<file path="config.mk">
export PLATFORM = sky130hd
export DESIGN_NAME = ctl_serial_port
export DESIGN_NICKNAME = d
export VERILOG_FILES = /design/src/rtl/ctl_sp_pkg.sv /design/src/rtl/ctl_sp_sync.sv /design/src/rtl/ctl_sp_bank.sv /design/src/rtl/ctl_serial_port.sv
export SDC_FILE = /design/constraint.sdc
export NUM_CORES = 1
export LEC_CHECK = 0
export BUFFER_PORTS_ARGS = -buffer_cell sky130_fd_sc_hd__buf_2
export CORE_MARGIN = 1.5
export CORE_UTILIZATION = 35
export DETAILED_ROUTE_END_ITERATION = 12
export GPL_ROUTABILITY_DRIVEN = 0
export PLACE_DENSITY = 0.65
export SLEW_MARGIN = 10
export SYNTH_ARGS = -nofsm -noshare
export SYNTH_HDL_FRONTEND = slang
export SYNTH_SLANG_ARGS = --single-unit
</file>
<file path="constraint.sdc">
create_clock -name clk -period 5.2 [get_ports clk]
set_input_delay 0.26 -clock clk [delete_from_list [all_inputs] [get_ports clk]]
set_output_delay 0.26 -clock clk [all_outputs]
set_load 0.01 [all_outputs]
</file>
<file path="src/rtl/ctl_sp_pkg.sv">
package ctl_sp_pkg;
    localparam int BYTE_W   = 8;
    localparam int CNT_W    = $clog2(BYTE_W);
    localparam int NUM_W    = 4;
    // address byte field positions (decoded by the controller side too)
    localparam int PWR_BIT  = 7;
    localparam int NUM_HI   = 6;
    localparam int NUM_LO   = 3;
    localparam int RD_BIT   = 2;
    localparam int MORE_BIT = 1;

    typedef enum logic [1:0] {
        ST_ADDR  = 2'd0,
        ST_WDATA = 2'd1,
        ST_RDATA = 2'd2,
        ST_HOLD  = 2'd3
    } sp_state_t;
endpackage

</file>
<file path="src/rtl/ctl_sp_sync.sv">
module ctl_sp_sync #(
    parameter int STAGES = 2
) (
    input  logic clk,
    input  logic rst_n,
    input  logic sclk_in,
    input  logic sel_n_in,
    input  logic sdi_in,
    output logic sclk_rise,
    output logic sclk_fall,
    output logic sel_s,
    output logic sdi_s
);
    logic [STAGES-1:0] sclk_p, sel_p, sdi_p;
    logic              sclk_d;

    always_ff @(posedge clk or negedge rst_n) begin
        if (!rst_n) begin
            sclk_p <= '0;
            sel_p  <= '1;
            sdi_p  <= '0;
            sclk_d <= 1'b0;
        end else begin
            sclk_p <= {sclk_p[STAGES-2:0], sclk_in};
            sel_p  <= {sel_p[STAGES-2:0], sel_n_in};
            sdi_p  <= {sdi_p[STAGES-2:0], sdi_in};
            sclk_d <= sclk_p[STAGES-1];
        end
    end

    assign sclk_rise = sclk_p[STAGES-1] & ~sclk_d;
    assign sclk_fall = ~sclk_p[STAGES-1] & sclk_d;
    assign sel_s     = sel_p[STAGES-1];
    assign sdi_s     = sdi_p[STAGES-1];
endmodule

</file>
<file path="src/rtl/ctl_sp_bank.sv">
module ctl_sp_bank #(
    parameter int                        NUM_REGS  = 12,
    parameter int                        DATA_W    = 8,
    parameter int                        IDX_W     = 4,
    parameter int                        WO_IDX    = 3,
    parameter logic [NUM_REGS*DATA_W-1:0] RESET_VAL = '0
) (
    input  logic                       clk,
    input  logic                       rst_n,
    input  logic                       wr_en,
    input  logic [IDX_W-1:0]           wr_idx,
    input  logic [DATA_W-1:0]          wr_data,
    input  logic [IDX_W-1:0]           rd_idx,
    output logic [DATA_W-1:0]          rd_data,
    output logic [NUM_REGS*DATA_W-1:0] regs_flat
);
    logic [DATA_W-1:0] regs [NUM_REGS];

    for (genvar g = 0; g < NUM_REGS; g++) begin : g_reg
        always_ff @(posedge clk or negedge rst_n) begin
            if (!rst_n)
                regs[g] <= RESET_VAL[g*DATA_W +: DATA_W];
            else if (wr_en && wr_idx == IDX_W'(g))
                regs[g] <= wr_data;
        end
        assign regs_flat[g*DATA_W +: DATA_W] = regs[g];
    end

    always_comb begin
        rd_data = '0;
        for (int i = 0; i < NUM_REGS; i++) begin
            if (rd_idx == IDX_W'(i) && i != WO_IDX)
                rd_data = regs[i];
        end
    end
endmodule

</file>
<file path="src/rtl/ctl_serial_port.sv">
module ctl_serial_port
    import ctl_sp_pkg::*;
#(
    parameter int                        NUM_REGS    = 12,
    parameter int                        SYNC_STAGES = 2,
    parameter int                        WO_IDX      = 3,
    parameter int                        LATCH_REG   = 1,
    parameter logic [NUM_REGS*BYTE_W-1:0] RESET_VAL  = '0
) (
    input  logic                       clk,
    input  logic                       rst_n,
    input  logic                       sclk_in,
    input  logic                       sel_n,
    input  logic                       sdi,
    output logic                       sdo,
    output logic                       sdo_oe,
    output logic                       pwr_down,
    output logic                       latch_out,
    output logic [NUM_REGS*BYTE_W-1:0] regs_flat
);
    localparam int DATA_W = BYTE_W;
    localparam logic [CNT_W-1:0] LAST_BIT = CNT_W'(BYTE_W - 1);

    logic              sclk_rise, sclk_fall, sel_s, sdi_s;
    sp_state_t         state_q, state_d;
    logic [CNT_W-1:0]  bit_cnt;
    logic [DATA_W-2:0] shreg;
    logic [DATA_W-1:0] new_byte, rd_sh, rd_data;
    logic [NUM_W-1:0]  num_q;
    logic              pwr_q, byte_done, wr_en;

    ctl_sp_sync #(.STAGES(SYNC_STAGES)) u_sync (
        .clk      (clk),
        .rst_n    (rst_n),
        .sclk_in  (sclk_in),
        .sel_n_in (sel_n),
        .sdi_in   (sdi),
        .sclk_rise(sclk_rise),
        .sclk_fall(sclk_fall),
        .sel_s    (sel_s),
        .sdi_s    (sdi_s)
    );

    assign new_byte  = {shreg, sdi_s};
    assign byte_done = sclk_rise && !sel_s && bit_cnt == LAST_BIT;
    assign wr_en     = (state_q == ST_WDATA) && byte_done;

    ctl_sp_bank #(
        .NUM_REGS (NUM_REGS),
        .DATA_W   (DATA_W),
        .IDX_W    (NUM_W),
        .WO_IDX   (WO_IDX),
        .RESET_VAL(RESET_VAL)
    ) u_bank (
        .clk      (clk),
        .rst_n    (rst_n),
        .wr_en    (wr_en),
        .wr_idx   (num_q),
        .wr_data  (new_byte),
        .rd_idx   (new_byte[NUM_HI:NUM_LO]),
        .rd_data  (rd_data),
        .regs_flat(regs_flat)
    );

    // next state
    always_comb begin
        state_d = state_q;
        unique case (state_q)
            ST_ADDR: begin
                if (byte_done && new_byte[MORE_BIT])
                    state_d = new_byte[RD_BIT] ? ST_RDATA : ST_WDATA;  // go_read / go_write
            end
            ST_WDATA: if (byte_done) state_d = ST_HOLD;                 // byte2_done
            ST_RDATA: if (byte_done) state_d = ST_HOLD;                 // byte2_done
            ST_HOLD:  if (sel_s)     state_d = ST_ADDR;                 // release
        endcase
        if (sel_s && bit_cnt != '0)
            state_d = ST_ADDR;                                          // abort
    end

    // state register
    always_ff @(posedge clk or negedge rst_n) begin
        if (!rst_n) state_q <= ST_ADDR;
        else        state_q <= state_d;
    end

    // datapath and outputs
    always_ff @(posedge clk or negedge rst_n) begin
        if (!rst_n) begin
            bit_cnt <= '0;
            shreg   <= '0;
            num_q   <= '0;
            pwr_q   <= 1'b1;
            rd_sh   <= '0;
        end else begin
            if (sel_s) begin
                bit_cnt <= '0;
            end else if (sclk_rise && state_q != ST_HOLD) begin
                shreg   <= new_byte[DATA_W-2:0];
                bit_cnt <= bit_cnt + 1'b1;
            end
            if (state_q == ST_ADDR && byte_done) begin
                pwr_q <= new_byte[PWR_BIT];
                num_q <= new_byte[NUM_HI:NUM_LO];
                if (new_byte[MORE_BIT] && new_byte[RD_BIT])
                    rd_sh <= rd_data;
            end else if (state_q == ST_RDATA && sclk_fall && !sel_s && bit_cnt != '0) begin
                rd_sh <= {rd_sh[DATA_W-2:0], 1'b0};
            end
        end
    end

    assign sdo_oe    = !sel_s && state_q == ST_RDATA;
    assign sdo       = sdo_oe & rd_sh[DATA_W-1];
    assign pwr_down  = pwr_q;
    assign latch_out = ~regs_flat[LATCH_REG*DATA_W];
endmodule

</file>
==> results.md, run 1 <==
- Status: finished, violations left
- Violated checks: hold timing
- WL final: 16.68 mm
- CP delay by family, top: compound AO/OA/AOI/OAI gates
- Total CTS buffers: 17
- Maximum clock path buffer count: 2
- Initial antenna violation count: 0
- Min Tclk post-route: 2698 ps
- CTS tree: yes
- Commonest non-fill, non-tap cells in the layout: 124 x dfrtp_1, 103 x mux2_2, 103 x buf_2
- Crit start category: flop
- Yosys reg bits: 128
- Worst Tran Pin Value: 1013 ps
- Post-CTS Setup Repair Bufs: 0
- Crit path buffers/inverters: 1
- Row count: 48
- Final Hold Fails: 1
- Mapped Cells: 496
- Syn_nets: 508
- Chip height: 135.4 um
- CP required: 5530 ps
- Port bufs: 104
- # hold bufs at CTS: 3
- Routed wire per std cell: 20.14 um
- Unrepaired setup endpoints after global routing: no
- Final setup viols: 0
- Slew Viols, Final: 0
- Pre-CTS setup slack: 2588 ps
- LEAKAGE: 3.758 nW
- Most common cell after layout, fill and taps aside: dfrtp_1
- CP Class: reg -> reg
- Worst-path cell chain: buf_4 -> or2_2 -> nor2_1 -> a2111oi_0 -> o311ai_0 -> a32oi_1
- Clk sinks: 128
- I/O pins: 105
- Nets: 602
- Top achievable clock speed: 370.6 MHz
- Ant. Diodes: 0
- Clk_skew: 11.50 ps
- H-Tree Level Count: 4
- Synth top area share: 0.5096
- Via count: 4519
- Area leader, netlist: dfrtp_1
- Avg Synthesized Cell Area: 12.38 um2
- Initial DRC Count: 296
- Number of flops mapped to enable cells by yosys: 0
- First-pass GRT wire length: 26.36 mm
- Post-route insts no fill: 828
- Clock root cell: clkbuf_16
- Async SR Flop Fraction: 1.000
- Cell variety after synth: 68
- Register area share after synthesis: 0.5224
- DP Cell Count: 793
- Die X: 135.4 um
- Top cells by area, synth: dfrtp_1 51%, mux2_2 19%, mux2i_1 2.4%
- Vias in the first global route: 4511
- Critical Path Fanout Max: 40
- Post-CTS sizing: 0
- Max-capacitance violation count: 0
- Hold Path Class: in -> async
- Final instance area: 0.007420 mm2
- Fin Hold WS: -1.071 ps
- Die area: 0.01834 mm2
- Clock-pin slew on the worst setup and hold paths: 60 ps
- Max rail drop VDD: 243.6 uV
- Final setup TNS: 0 ps
- Top_reg_cell synth: dfrtp_1
- Pre-antenna DRT Iters: 5
- Max incr delay on CP: 700 ps
- CP arrival: 3030 ps
- Antenna viol nets, final: 0
- Endpoint type of the worst setup path: flop
- Core Region: 0.01724 mm2
- Largest net degree at the start of global routing: 81
- Reg-to-reg startpoint: shreg[3]
- Total Routing Usage GR: 0.1925
- Slack of the critical path: 2502 ps
- Critical path origin: shreg[3]
- Post-DP HPWL: 11.79 mm
- Fin crit share: 0.5189
- Vias/cell: 5.458
- Remaining routing DRC violations: 0
- Rel. slew slack: 0.3244
- Placed Instance Area: 0.006775 mm2
- Initial Utilization: 0.3561
- Area Growth Syn to Fin: 20.87%
- Synth Cell Area: 0.006138 mm2
- Clk Latency, worst-skew pair: 420 ps
- Fraction of layout cells with a size suffix above 1: 0.4395
- Worst path slowest cell: dfrtp_1
- PwrDens: 410.6 mW/mm2
- Synth warn: 0
- Congestion Overflow GR: 0
==> final cells by class <==
| type | instances | area [um2] |
|---|---|---|
| Clock buffer | 19 | 452.9 |
| Multi-Input combinational cell | 319 | 2680 |
| Clock inverter | 13 | 161.4 |
| Fill cell | 1609 | 9817 |
| Timing Repair Buffer | 112 | 590.6 |
| Tap cell | 225 | 281.5 |
| Sequential cell | 128 | 3208 |
| Inverter | 12 | 45.04 |
==> worst register-to-register path, cell delays in order, from the launching register on <==
cell and delay [ps]:
dfrtp_1 700, buf_4 480, or2_2 250, nor2_1 50, a2111oi_0 580, o311ai_0 320, a32oi_1 260
==> metal layers <==
metal / part of all wire / up-vias / global-route usage
met1: 0.44 / 2315 / 0.2591
met2: 0.48 / 177 / 0.3007
met5: 0 / - / 0
li1: - / 2009 / -
met3: 0.063 / 18 / 0.05462
met4: 0.015 / 0 / 0.06033
==> where the power goes <==
part	internal, mW	switching (mW)
Clock	0.778	0.435
Sequential	1.04	0.148
Combinational	0.237	0.406
Total	2.06	0.989
==> stage by stage <==
step | util | total power, mW
after global placement | 0.3931 | 1.811
final | 0.4305 | 3.047
after CTS | 0.4305 | 3.054
after detailed placement | 0.3931 | 1.835
after global routing | 0.4305 | 3.191
after floorplan | - | 1.660
==> kinds of logic after synthesis <==
group                      count (synthesis)  share of synthesized area
DFF                                      128                     0.5224
muxes                                    122                     0.2287
and+or+nand+nor                          105                     0.1025
AOI/OAI and AO/OA                         84                    0.08867
buffers and inverters                     49                    0.04199
adders and majority gates                  7                    0.01427
xor gates and xnor gates                   1                   0.001427
==> path summary, 6_finish.rpt <==
| check | slack (ps) | end | depth (start not counted) |
|---|---|---|---|
| setup / recovery | 2500 | rd_sh[4] | 6 |
| hold / removal | -1 | u_bank.regs_flat[31] | 1 |
| setup reg to reg | 2500 | rd_sh[4] | 6 |
| hold reg to reg | 350 | u_sync.sdi_p[1] | 0 |
| max in group asynchronous | 4020 | u_bank.regs_flat[45] | 2 |
| min in group clk | 350 | u_sync.sdi_p[1] | 0 |
==> cells in the mapped netlist, types with 3 or more instances <==
library cell    n
o22ai_1         3
clkbuf_1       14
nand3b_1        5
mux4_2          3
nor3_1          4
o31ai_1         3
nor2_1         19
nand2b_1        9
ha_1            7
nor2b_1         7
nand2_1        27
a31oi_1         4
buf_4           5
o21ai_0        24
o221ai_1        3
inv_1          12
and3_1          5
dfrtp_1       125
buf_2          11
and2_1          3
mux2i_1        15
mux2_2        103
a21oi_1        19
dfstp_2         3
a221oi_1        4
buf_6           4
==> sequential cells by signal, summed over array words and instances, names as in the netlist <==
signal / cells
u_sync.sdi_p: 2
bit_cnt: 3
state_q: 2
num_q: 4
u_sync.sel_p: 2
rd_sh: 8
u_bank.regs_flat: 96
shreg: 7
u_sync.sclk_p: 2
u_sync.sclk_d: 1
pwr_down: 1
Note: power is estimated with default switching activity, not from simulation.
==> run 2, diff against run 1 <==
==> constraint.sdc (replaced) <==
create_clock -name clk -period 2.8 [get_ports clk]
set_input_delay 0.14 -clock clk [delete_from_list [all_inputs] [get_ports clk]]
set_output_delay 0.14 -clock clk [all_outputs]
set_load 0.01 [all_outputs]
==> run 2 against run 1 <==
The run now ends clean. Worst setup slack got worse by 2200 ps. Hold slack improved by 290 ps. Cell area rose by 0.89%. Sequential cell count did not move. Largest power group unchanged. Die area did not move.
==> results.md, run 2 (same netlist as run 1, synthesis figures left out) <==
- Clk sinks: 128 (unchanged)
- Clock-pin slew on the worst setup and hold paths: 50 ps (about the same)
- Pre-antenna DRT Iters: 4 (-1)
- Number of flip-flops in the largest register: 96 (unchanged)
- Nets: 609 (+1.2%)
- Unrepaired setup endpoints after global routing: no
- Total Routing Usage GR: 0.1968 (+0.004356)
- Hold Path Class: in -> async
- Total CTS buffers: 17 (unchanged)
- Vias in the first global route: 4584 (+1.6%)
- Critical Path Fanout Max: 23 (-43%)
- Fraction of power consumed by the clock network: 0.401 (+0.003)
- Vias/cell: 5.406 (-0.95%)
- PwrDens: 768.8 mW/mm2 (+87%)
- Initial antenna violation count: 0 (unchanged)
- Remaining routing DRC violations: 0 (unchanged)
- Most common cell after layout, fill and taps aside: dfrtp_1
- Top achievable clock speed: 396.3 MHz (+6.9%)
- First-pass GRT wire length: 26.88 mm (+1.9%)
- Maximum clock path buffer count: 2 (unchanged)
- CP Depth: 5 (-1)
- Worst Tran Pin Value: 813.8 ps (-199.5 ps)
- Worst path slowest cell: dfrtp_1
- Via count: 4514 (-0.11%)
- Clock root cell: clkbuf_16
- NetSw: 1.852 mW (+87%)
- Final instance area: 0.007486 mm2 (+0.89%)
- Status: complete, no violations
- CTS tree: yes
- CP required: 3130 ps (-2400 ps)
- Max-capacitance violation count: 0 (unchanged)
- Commonest non-fill, non-tap cells in the layout: 124 x dfrtp_1, 103 x mux2_2, 103 x buf_2
- Core Region: 0.01724 mm2 (unchanged)
- Largest net degree at the start of global routing: 53 (-35%)
- Final setup viols: 0 (unchanged)
- Post-DP HPWL: 11.92 mm (+1.1%)
- Max incr delay on CP: 780 ps (+80 ps)
- Max rail drop VDD: 439.5 uV (+80%)
- Initial Utilization: 0.3561 (unchanged)
- Chip height: 135.4 um (unchanged)
- Crit path buffers/inverters: 0 (-1)
- Congestion Overflow GR: 0 (unchanged)
- Routed wire per std cell: 20.29 um (+0.71%)
- Final Hold Fails: 0 (-1)
- Clk Latency, worst-skew pair: 420 ps (about the same)
- Row count: 48 (unchanged)
- Antenna viol nets, final: 0 (unchanged)
- CP delay by family, top: compound AO/OA/AOI/OAI gates
- Seq pwr share: 0.390 (about the same)
- Die X: 135.4 um (unchanged)
- Endpoint type of the worst setup path: flop
- Initial DRC Count: 257 (-13%)
- Combinational share of power: 0.209 (-0.002)
- Ant. Diodes: 0 (unchanged)
- Port bufs: 104 (unchanged)
- FF-to-FF path depth: 5 (-1)
- Die area: 0.01834 mm2 (unchanged)
- Slew Viols, Final: 0 (unchanged)
- Fraction of layout cells with a size suffix above 1: 0.4393 (about the same)
- CP Class: reg -> reg
- Clk_skew: 5.302 ps (-6.201 ps)
- H-Tree Level Count: 4 (unchanged)
- Switching share of power: 0.3218 (-0.002794)
- Final setup TNS: 0 ps (unchanged)
- I/O pins: 105 (unchanged)
- Rel. slew slack: 0.4434 (+0.1190)
- Min Tclk post-route: 2523 ps (-174.8 ps)
- WL final: 16.94 mm (+1.6%)
- Crit start category: flop
- Placed Instance Area: 0.006833 mm2 (+0.85%)
- P_int: 3.903 mW (+90%)
- CP arrival: 2860 ps (-170 ps)
- Area Growth Syn to Fin: 21.95%
- Fin crit share: 0.9011 (+0.3823)
- LEAKAGE: 3.799 nW (+1.1%)
- Worst-path cell chain: or2_2 -> nor2_1 -> a2111oi_0 -> o311ai_0 -> a32oi_1
-- run 2: changes by cell type in the layout (fill, tap and decap cells not counted), sizes merged --
cell         previous run  this run
clkinvlp                4         3
clkbuf                 19        21
clkinv                  5         4
inv                    13        12
bufinv                  3         4
buf                   109       115
dlygate4sd3             3         4
-- run 2: cell type report --
class                   count  area (um2)
inverters                  12       45.04
well taps                 225       281.5
repair buffers            119       658.1
flip-flops and latches    128        3208
fillers                  1595        9751
clock buffers              21       450.4
clock inverters            11       162.7
multi-input cells         319        2680
-- run 2: what timing repair did --
| action | CTS | global route |
|---|---|---|
| resized for setup | 0 | 0 |
| hold endpoints to repair | 47 | 0 |
| hold buffers | 4 | 0 |
| buffers inserted | 0 | 0 |
-- run 2: per-stage QoR --
step	hold slack (ps)	std cells	worst slack, ps	util	power (mW)
finish	284.2	835	276.8	0.4343	5.755
global route	359.0	835	163.1	0.4343	6.027
CTS	314.2	835	393.6	0.4343	5.773
detailed placement	213.4	799	400.8	0.3964	3.459
global placement	194.0	799	406.6	0.3964	3.422
floorplan	-155.6	496	896.4	-	3.083
-- run 2: power groups by stage --
stage          clock network (mW)  registers (mW)  logic (mW)
2_1_floorplan                   0            2.03        1.06
3_3_place_gp                    0            2.26        1.16
3_5_place_dp                    0            2.27        1.19
4_1_cts                      2.34            2.23        1.20
5_1_grt                      2.43            2.27        1.33
6_report                     2.31            2.25        1.20
-- run 2: worst register-to-register path, cell delays in order, from the launching register on --
cell       delay, ps
dfrtp_1          780
or2_2            270
nor2_1            40
a2111oi_0        730
o311ai_0         350
a32oi_1          270
-- run 2: routing by layer --
| metal | wire length (um) | GRT usage |
|---|---|---|
| met1 | 7506 | 0.2620 |
| met2 | 8041 | 0.3090 |
| met3 | 1017 | 0.04340 |
| met4 | 376 | 0.08602 |
| met5 | 0 | 0 |
-- run 2: worst paths after layout --
kind	from	to	slack, ps
max	shreg[5]	rd_sh[4]	280
min	rst_n	u_bank.regs_flat[31]	280
max reg2reg	shreg[5]	rd_sh[4]	280
min reg2reg	u_sync.sel_p[0]	u_sync.sel_p[1]	350
max in group asynchronous	rst_n	u_bank.regs_flat[67]	1670
min in group clk	u_sync.sel_p[0]	u_sync.sel_p[1]	350
==> run 3, diff against run 2 <==
--- a/config.mk
+++ b/config.mk
@@ -5,6 +5,7 @@
 export SDC_FILE = /design/constraint.sdc
 export NUM_CORES = 1
 export LEC_CHECK = 0
+export ABC_AREA = 1
 export BUFFER_PORTS_ARGS = -buffer_cell sky130_fd_sc_hd__buf_2
 export CORE_MARGIN = 1.5
 export CORE_UTILIZATION = 35
==> run 3 against run 2 <==
Via count up 10%. Clock-buffer cell count down 3. Clock skew up 4.8 ps. Sequential power down 7%. Die area down 6.3%. Final cell count up 21%. Sequential share of layout area up 2.0 points. Non-clock buffer count down 7. Worst setup slack better by 340 ps. First-iteration DRC count up 42%.
==> results.md, run 3 <==
- Status: complete, no violations
- Post-synth top cells: 211 x nand2_1, 125 x dfrtp_1, 110 x o21ai_0, 58 x inv_1, 45 x nor2_1
- Final setup viols: 0 (unchanged)
- Slew Viols, Final: 0 (unchanged)
- DP Cell Count: 972 (+22%)
- WL final: 16.71 mm (-1.4%)
- Routed wire per std cell: 16.57 um (-18%)
- Synth Cell Area: 0.005743 mm2 (-6.4%)
- Yosys reg bits: 128 (unchanged)
- Port bufs: 104 (unchanged)
- Syn_nets: 686 (+35%)
- Commonest non-fill, non-tap cells in the layout: 211 x nand2_1, 125 x dfrtp_1, 110 x o21ai_0
- Final Hold Fails: 0 (unchanged)
- Register area share after synthesis: 0.5584 (+0.03597)
- Area leader, netlist: dfrtp_1
- Pre-CTS setup slack: 694.1 ps (+293.3 ps)
- Clk Latency, worst-skew pair: 420 ps (about the same)
- CTS tree: yes
- Maximum clock path buffer count: 2 (unchanged)
- LEAKAGE: 3.607 nW (-5.1%)
- Top-count cell post-synth: nand2_1
- Remaining routing DRC violations: 0 (unchanged)
- Mapped Cells: 674 (+36%)
- Fin crit share: 0.7781 (-0.1231)
- Crit start category: flop
- Number of flops mapped to enable cells by yosys: 0 (unchanged)
- Avg Synthesized Cell Area: 8.521 um2 (-31%)
- Congestion Overflow GR: 0 (unchanged)
- Max rail drop VDD: 513.2 uV (+17%)
- Row count: 46 (-4.2%)
- Top_reg_cell synth: dfrtp_1
- Pre-antenna DRT Iters: 5 (+1)
- Top cells by area, synth: dfrtp_1 54%, nand2_1 14%, o21ai_0 9.6%
- Fraction of layout cells with a size suffix above 1: 0.2071 (-0.2323)
- PwrDens: 790.7 mW/mm2 (+2.9%)
- Hold Path Class: in -> async
- Vias/cell: 4.941 (-8.6%)
- Post-layout util: 0.4481 (+0.01382)
- Chip height: 131.1 um (-3.2%)
- First-pass GRT wire length: 26.49 mm (-1.4%)
- Post-DP HPWL: 11.90 mm (-0.18%)
- Final instance area: 0.007144 mm2 (-4.6%)
- Top achievable clock speed: 459.0 MHz (+16%)
- Via count: 4981 (+10%)
- Core Region: 0.01594 mm2 (-7.5%)
- Min Tclk post-route: 2179 ps (-344.6 ps)
- Die X: 131.1 um (-3.2%)
- Total Routing Usage GR: 0.2088 (+0.01193)
- Synth top area share: 0.5447 (+0.03508)
- Cell variety after synth: 25 (-63%)
- Rel. slew slack: 0.5169 (+0.07349)
- Initial DRC Count: 366 (+42%)
- H-Tree Level Count: 4 (unchanged)
- Post-route insts no fill: 1008 (+21%)
- Placed Instance Area: 0.006405 mm2 (-6.3%)
- CP required: 3130 ps (about the same)
- Vias in the first global route: 4735 (+3.3%)
- Clock root cell: clkbuf_16
- Max-capacitance violation count: 0 (unchanged)
- Total CTS buffers: 17 (unchanged)
- Async SR Flop Fraction: 1.000 (unchanged)
- Fillers: 1587 (-0.50%)
- Largest net degree at the start of global routing: 62 (+17%)
- Unrepaired setup endpoints after global routing: no
- Clk sinks: 128 (unchanged)
- Clock-pin slew on the worst setup and hold paths: 60 ps (about the same)
- Die area: 0.01719 mm2 (-6.3%)
- Ant. Diodes: 0 (unchanged)
- CP arrival: 2510 ps (-350 ps)
- Final setup TNS: 0 ps (unchanged)
- Synth warn: 0 (unchanged)
- Number of flip-flops in the largest register: 96 (unchanged)
- Initial Utilization: 0.3602 (+0.004099)
- Antenna viol nets, final: 0 (unchanged)
- Clk_skew: 10.07 ps (+4.773 ps)
- Initial antenna violation count: 0 (unchanged)
- Critical Path Fanout Max: 16 (-30%)
- Area Growth Syn to Fin: 24.40%
- Reg2Reg Setup Slack: 620 ps (+340 ps)
- Most common cell after layout, fill and taps aside: nand2_1
- Endpoint type of the worst setup path: flop
- Nets: 791 (+30%)
- I/O pins: 105 (unchanged)
- CP Class: reg -> reg
- Slack of the critical path: 621.4 ps (+344.6 ps)
- Worst Tran Pin Value: 721.9 ps (-91.86 ps)
==> run 3: cell types whose count changed in the layout (fill, tap and decap cells not counted), sizes merged, moves of 21 or more <==
cell   previous run  this run
nand2            29       212
mux2            103         0
o21ai            25       116
inv              12        63
nor2             19        50
nand3             2        23
==> run 3: kinds of logic (layout without fill, tap and decap cells) <==
logic type / count (synthesis) / after routing / share of synthesized area
AND/OR/NAND/NOR: 312 / 312 / 0.2320
buffers and inverters: 88 / 206 / 0.07081
flip-flops: 128 / 128 / 0.5584
adder cells (fa/ha/maj): 7 / 7 / 0.01525
AO/OA/AOI/OAI: 139 / 139 / 0.1235
==> run 3: layout make-up <==
cell class | count | area [um2] | share of cell area
clock buffer | 18 | 439.2 | 0.06147
clock inverter | 14 | 260.3 | 0.03643
inverter | 62 | 232.7 | 0.03257
multi-input combinational | 458 | 2130 | 0.2981
sequential | 128 | 3207 | 0.4489
tap | 216 | 270.3 | 0.03783
timing repair buffer | 112 | 605.6 | 0.08476
==> run 3: what timing repair did <==
item                                   in CTS  in global routing
setup buffers                               0                  0
setup endpoints to repair                   0                  0
hold buffers                                4                  0
gates resized for setup                     0                  0
endpoints found under the hold margin      49                  0
==> run 3: final timing paths <==
kind                                 startpoint                   end  cells past startpoint
worst min register to register  u_sync.sdi_p[0]       u_sync.sdi_p[1]                      0
worst max register to register         shreg[3]              rd_sh[1]                      9
min in group clk                u_sync.sdi_p[0]       u_sync.sdi_p[1]                      0
worst max-delay path                   shreg[3]              rd_sh[1]                      9
max in group asynchronous                 rst_n              pwr_down                      3
worst min-delay path                      rst_n  u_bank.regs_flat[62]                      2
==> run 3: where the power goes <==
group / switching (mW) / internal, mW / total [mW]
Combinational: 0.724 / 0.222 / 0.946
Sequential: 0.124 / 1.96 / 2.09
Clock: 0.834 / 1.78 / 2.62
==> run 3: metal layers <==
| layer | track usage | part of all wire | up-vias |
|---|---|---|---|
| met5 | 0 | 0 | - |
| met4 | 0.07434 | 0.022 | 0 |
| met3 | 0.05479 | 0.066 | 24 |
| met2 | 0.3221 | 0.46 | 187 |
| met1 | 0.2846 | 0.45 | 2369 |
| li1 | - | - | 2401 |
==> run 3: worst max-delay path, cell delays in order, from the launching register on <==
cell     delay, ps
dfrtp_1        500
inv_2          360
nand2_1        260
nor2_2         350
nand2_1        100
nand4_1        180
nor2_1          90
nand4_1         70
nand2_1         60
a21oi_1        130
==> run 3: stage by stage <==
stage          power (mW)  hold slack, ps
6_report            5.649           306.6
3_3_place_gp        3.038           202.1
5_1_grt             5.919           362.4
2_1_floorplan       2.697          -155.6
3_5_place_dp        3.054           208.2
4_1_cts             5.684           339.9
